<file path="src/rtl/tod_pkg.sv">
package tod_pkg;
  localparam int unsigned SEC_MOD = 60;
  localparam int unsigned MIN_MOD = 60;
  localparam int unsigned HR_MOD  = 24;

  localparam int unsigned SEC_W = $clog2(SEC_MOD);
  localparam int unsigned MIN_W = $clog2(MIN_MOD);
  localparam int unsigned HR_W  = $clog2(HR_MOD);

  // Next value of a modulo counter: wraps to 0 after modulus-1.
  function automatic int unsigned mod_step(input int unsigned cur, input int unsigned modulus);
    return (cur == modulus - 1) ? 0 : cur + 1;
  endfunction

  // True when a stage sits at its last value.
  function automatic logic at_last(input int unsigned cur, input int unsigned modulus);
    return cur == modulus - 1;
  endfunction
endpackage

</file>
<file path="src/rtl/tod_stage.sv">
module tod_stage
  import tod_pkg::*;
#(
  parameter int unsigned MODULUS = 60,
  localparam int unsigned W = $clog2(MODULUS)
) (
  input  logic         clk,
  input  logic         clr,
  input  logic         inc,
  output logic [W-1:0] val,
  output logic         roll
);
  logic last_w;

  assign last_w = at_last(int'(val), MODULUS);
  // Mealy carry: this stage wraps on the coming edge; silenced by clear.
  assign roll   = inc & last_w & ~clr;

  always_ff @(posedge clk) begin
    if (clr)
      val <= '0;
    else if (inc)
      val <= W'(mod_step(int'(val), MODULUS));
  end
endmodule

</file>
<file path="src/rtl/tod_counter.sv">
module tod_counter
  import tod_pkg::*;
(
  input  logic             clk,
  input  logic             clr,
  input  logic             tick,
  output logic [SEC_W-1:0] sec_o,
  output logic [MIN_W-1:0] min_o,
  output logic [HR_W-1:0]  hr_o,
  output logic             day_o
);
  logic sec_roll;
  logic min_roll;
  logic hr_roll;

  tod_stage #(.MODULUS(SEC_MOD)) u_sec (
    .clk(clk), .clr(clr), .inc(tick),     .val(sec_o), .roll(sec_roll)
  );

  tod_stage #(.MODULUS(MIN_MOD)) u_min (
    .clk(clk), .clr(clr), .inc(sec_roll), .val(min_o), .roll(min_roll)
  );

  tod_stage #(.MODULUS(HR_MOD)) u_hr (
    .clk(clk), .clr(clr), .inc(min_roll), .val(hr_o),  .roll(hr_roll)
  );

  assign day_o = hr_roll;
endmodule

</file>
<file path="config.mk">
export PLATFORM = sky130hd
export DESIGN_NAME = tod_counter
export DESIGN_NICKNAME = d
export VERILOG_FILES = /design/src/rtl/tod_pkg.sv /design/src/rtl/tod_stage.sv /design/src/rtl/tod_counter.sv
export SDC_FILE = /design/constraint.sdc
export NUM_CORES = 1
export LEC_CHECK = 0
export BUFFER_PORTS_ARGS = -buffer_cell sky130_fd_sc_hd__buf_2
export CORE_MARGIN = 5
export CORE_UTILIZATION = 54
export CTS_BUF_LIST = sky130_fd_sc_hd__clkbuf_2 sky130_fd_sc_hd__clkbuf_4 sky130_fd_sc_hd__clkbuf_8
export DETAILED_ROUTE_END_ITERATION = 10
export GPL_TIMING_DRIVEN = 0
export PLACE_DENSITY = 0.8
export SYNTH_ARGS = -nofsm -noshare
export SYNTH_HDL_FRONTEND = slang
export SYNTH_SLANG_ARGS = --single-unit
</file>
<file path="constraint.sdc">
create_clock -name clk -period 1.8 [get_ports clk]
set_input_delay 0.09 -clock clk [delete_from_list [all_inputs] [get_ports clk]]
set_output_delay 0.09 -clock clk [all_outputs]
set_load 0.05 [all_outputs]
</file>
Word-level counts from Yosys, hierarchy flattened --
Cells that the tools add are included.
Word-level totals: word-level logic and storage cells 19, bits in writable memories 0, input bits 3, memory bits (read-only) 0, bits in latches 0, output and inout bits 18, memories 0, register bits after elaboration 17
Operators by class: equality and inequality tests 3, multiplexer cells 3, multipliers 0, divide/modulo/power cells 0, bitwise operators 7, shifts and indexed selects 0, magnitude comparators 0, $add $sub $neg 3, reduce and logical (&&, ||, !) cells 0
Operators with widths (number):
- $add A6 B1 Y6 const B | 2
- $eq A6 B6 Y1 const B | 2
- $mux W6 | 2
- $and A1 B1 Y1 | 6
- $add A5 B1 Y5 const B | 1
- $eq A5 B5 Y1 const B | 1
- $mux W5 | 1
- $not A1 Y1 | 1

Longest topological paths before layout --
depth in word-level cells 7, mapped depth 5, mapped depth without buffers 4

Hierarchy --
From an unflattened synthesis, not the netlist that was laid out.
Second synthesis, totals: cell total of the unflattened synthesis 80, area total of the unflattened synthesis 750.7 um^2
By module, submodules not included:
- tod_stage at u_min ... | seq. area each 120.1 um^2, cells each 29, instances 2, area an instance 266.5 um^2
- tod_stage at u_hr | seq. area each 100.1 um^2, cells each 22, instances 1, area an instance 217.7 um^2

Worst setup path after synthesis --
No wires, ideal clock.
kind register to output, start point register u_min.val[0], end point output port day_o, data required time 1.710 ns, stages on the path, launching flop included 5, path buffers 0, setup slack -1.173 ns, data arrival time 2.883 ns, cell sequence dfxtp_1 -> ha_1 -> nand4b_1 -> nor4_2 -> nor3b_1
Between the ends: longest elaborated chain between the ends 5
Ends and longest elaborated chain:
- start: declaration | RTL line tod_stage.sv:10 | output logic [W-1:0] val,
- start signal: assignment | RTL line tod_stage.sv:23 | val <= W'(mod_step(int'(val), MODULUS));
- $eq A6 B6 Y1 | RTL line tod_pkg.sv:17 | return cur == modulus - 1;
- $and A1 B1 Y1 (4 in series) | RTL line tod_stage.sv:17 | assign roll = inc & last_w & ~clr;
- end: declaration | RTL line tod_counter.sv:10 | output logic day_o
No other way between the ends.

Worst setup path in the final report --
Same ends and word-level chain as after synthesis.

==> flow_summary.toml <==
[status]
outcome = "finished clean"

[logic_synthesis]
synth_edf_count = 0
muxShareOfSynthArea = 0.0678
synth_top_cell_by_area = "dfxtp_1"
ys_types = 37
synth_area_per_cell_sq_um = 8.87
yosys.area_share.simple = 0.299
synthTopCellsByCount = "17 x dfxtp_1, 6 x o21ai_0"
netlist_area_sq_um = 905
synth-seq-cells = 17
yosysSeqAreaShare = 0.376
synth.most_common_cell = "dfxtp_1"
yosys_warnings = 0
synth_area_leaders = "dfxtp_1 38%, mux2i_1 5.5%, ha_1 4.1%, o21ai_0 3.3%, a21oi_1 2.8%"
synthXorXnorAreaFrac = 0.0290
netlist_instances = 102
async_reset_ff_frac = 0
synthDominantCellAreaShare = 0.376
synth_ff_type = "dfxtp_1"
synth.net_count = 108
synth_compound_area_frac = 0.158
synth_top_family_by_area = "simple AND/OR/NAND/NOR gates"
yosys.area_share.adder = 0.0415

[floorplanning]
die_area_sq_mm = 0.00259
fp.coreArea_sq_mm = 0.00154
initial_core_util = 0.587
ios = 21
rows = 14
die_x_um = 50.9
die_h_um = 50.9

[sta]
worstMarginPinSlew_ns = 0.536
slew_headroom = 0.642
finClkSkew_ns = 0.00942
timing.fmax_ghz = 0.562
setup_tns_ns = 0
rsz0062_at_grt = "yes"
timing_hold_violations_final = 0
whs_ns = 0.149
slew_viol_final = 0
finalCritPeriodShare = 0.989
setup_viol = 0
fin_crit_ns = 1.78

[layout]
layout-drive-gt1-share = 0.388
nFillCells = 113
diodes = 0
areaGrowthSynthToFinish_pct = 33.3
finalNetCount = 141

[drt]
ant_nets = 0
wl_per_cell_um = 15.5
drt-pass1-iter-count = 4
dr.first_iter.drc_count = 31
vias = 936
via_per_inst = 6.24
drt_wl_total_um = 2320
drc = 0

[worst_hold_path]
hold_class = "in2reg"

[global_route]
grt.overflow.total = 0
grt_max_degree = 11
grt_pass1_vias = 867
antenna_found_initial = 0
gr-usage-all-layers = 0.196
grt_pass1_wl_um = 4050

[placement]
hpwl_um = 1530
gp_congestion = 0.836
portBuffers = 20

[clock_network]
clkSlewWorstSetupHoldPaths_ns = 0.11
cts_htree_levels = 1
clockRootBuffer = "clkbuf_4"
cts_tree = "yes"
cts_buffers = 3
cts_max_path_buffers = 2
cts.sink_count = 17
clock_latency_ns = 0.30

[flow_run]
drv_cap = 0

[power]
power.density_mw_per_mm2 = 554
vdd_ir_drop_max_mv = 0.370
power.leakage_nw = 0.468

[worst_setup_path]
critPathLaunchType = "flop"
crit_path_end_kind = "primary output"
cp_max_fo = 2
cp.arrival_ns = 1.69
crit_required_ns = 1.71
path_class = "reg2out"
-- where the power goes --
part           total (W)  switching (W)  internal (W)  leakage (nW)
clock network   0.000208       0.000126     0.0000827        0.0177
logic          0.0000681      0.0000465     0.0000216         0.305
registers       0.000392      0.0000124      0.000379         0.145
total           0.000668       0.000185      0.000484         0.468
-- routing by layer --
metal	vias up	part of all wire	routed length, um	GRT usage
li1	455	-	-	-
met1	461	0.46	1060	0.271
met2	16	0.50	1170	0.306
met3	4	0.030	69	0.0262
met4	0	0.0091	21	0.0766
met5	-	0	0	0
-- registers in the layout (all words and copies together), names as in the netlist --
name       flops
u_min.val      6
u_hr.val       5
u_sec.val      6
-- per-stage QoR --
stage          setup WS, ns  power (W)   util  area (sq um)  instances
4_1_cts             0.00953   0.000669  0.761          1170        149
3_5_place_dp        -0.0418   0.000465  0.699          1080        138
5_1_grt             -0.0963   0.000711  0.782          1210        150
3_3_place_gp        -0.0131   0.000463  0.699          1080        138
2_1_floorplan       -0.0800   0.000446      -           957        102
6_report             0.0193   0.000668  0.782          1210        150
-- cells by family after synthesis --
family	count (synthesis)
AOI/OAI and AO/OA	22
buffers and inverters	7
and+or+nand+nor	44
muxes	6
adders and majority gates	3
xor gates and xnor gates	3
DFF	17
-- timing repair --
item                       CTS  global route
pin swaps                    2             2
setup endpoints to repair    1             3
hold buffers                 0             0
resized for setup            6             5
buffers inserted             7             1
-- worst max-delay path, stage by stage (launching register included) --
cell and delay, ns:
dfxtp_4 0.38, ha_4 0.12, nand4b_1 0.19, nor4_4 0.29, nor3b_4 0.23, buf_6 0.18
-- cells in the final DEF (no fill, tap or decap), types with 4 or more instances in the layout --
master	count
dfxtp_2	7
dfxtp_4	5
a21oi_1	5
mux2i_1	5
nand2b_1	4
nand3_1	4
nor2_1	5
dfxtp_1	5
o21ai_0	6
buf_2	19
nand2_1	5
buf_4	8
-- final timing paths --
kind	slack, ns	endpoint	cells past startpoint	startpoint
max	0.02	day_o	5	u_min.val[0]
min	0.15	u_hr.val[0]	3	clr
max reg2reg	0.09	u_hr.val[2]	5	u_min.val[0]
min reg2reg	0.52	u_hr.val[1]	2	u_hr.val[1]
-- layout make-up --
| type | count | area [sq um] | share of cell area |
|---|---|---|---|
| plain buffers | 4 | 22.5 | 0.0187 |
| clock buffers | 3 | 22.5 | 0.0187 |
| well taps | 16 | 20.0 | 0.0166 |
| inverters | 3 | 11.3 | 0.00934 |
| repair buffers | 28 | 166 | 0.138 |
| flip-flops and latches | 17 | 368 | 0.305 |
| clock inverters | 1 | 5.00 | 0.00415 |
| multi-input cells | 78 | 591 | 0.490 |
Power figures use the tool's default switching activity.
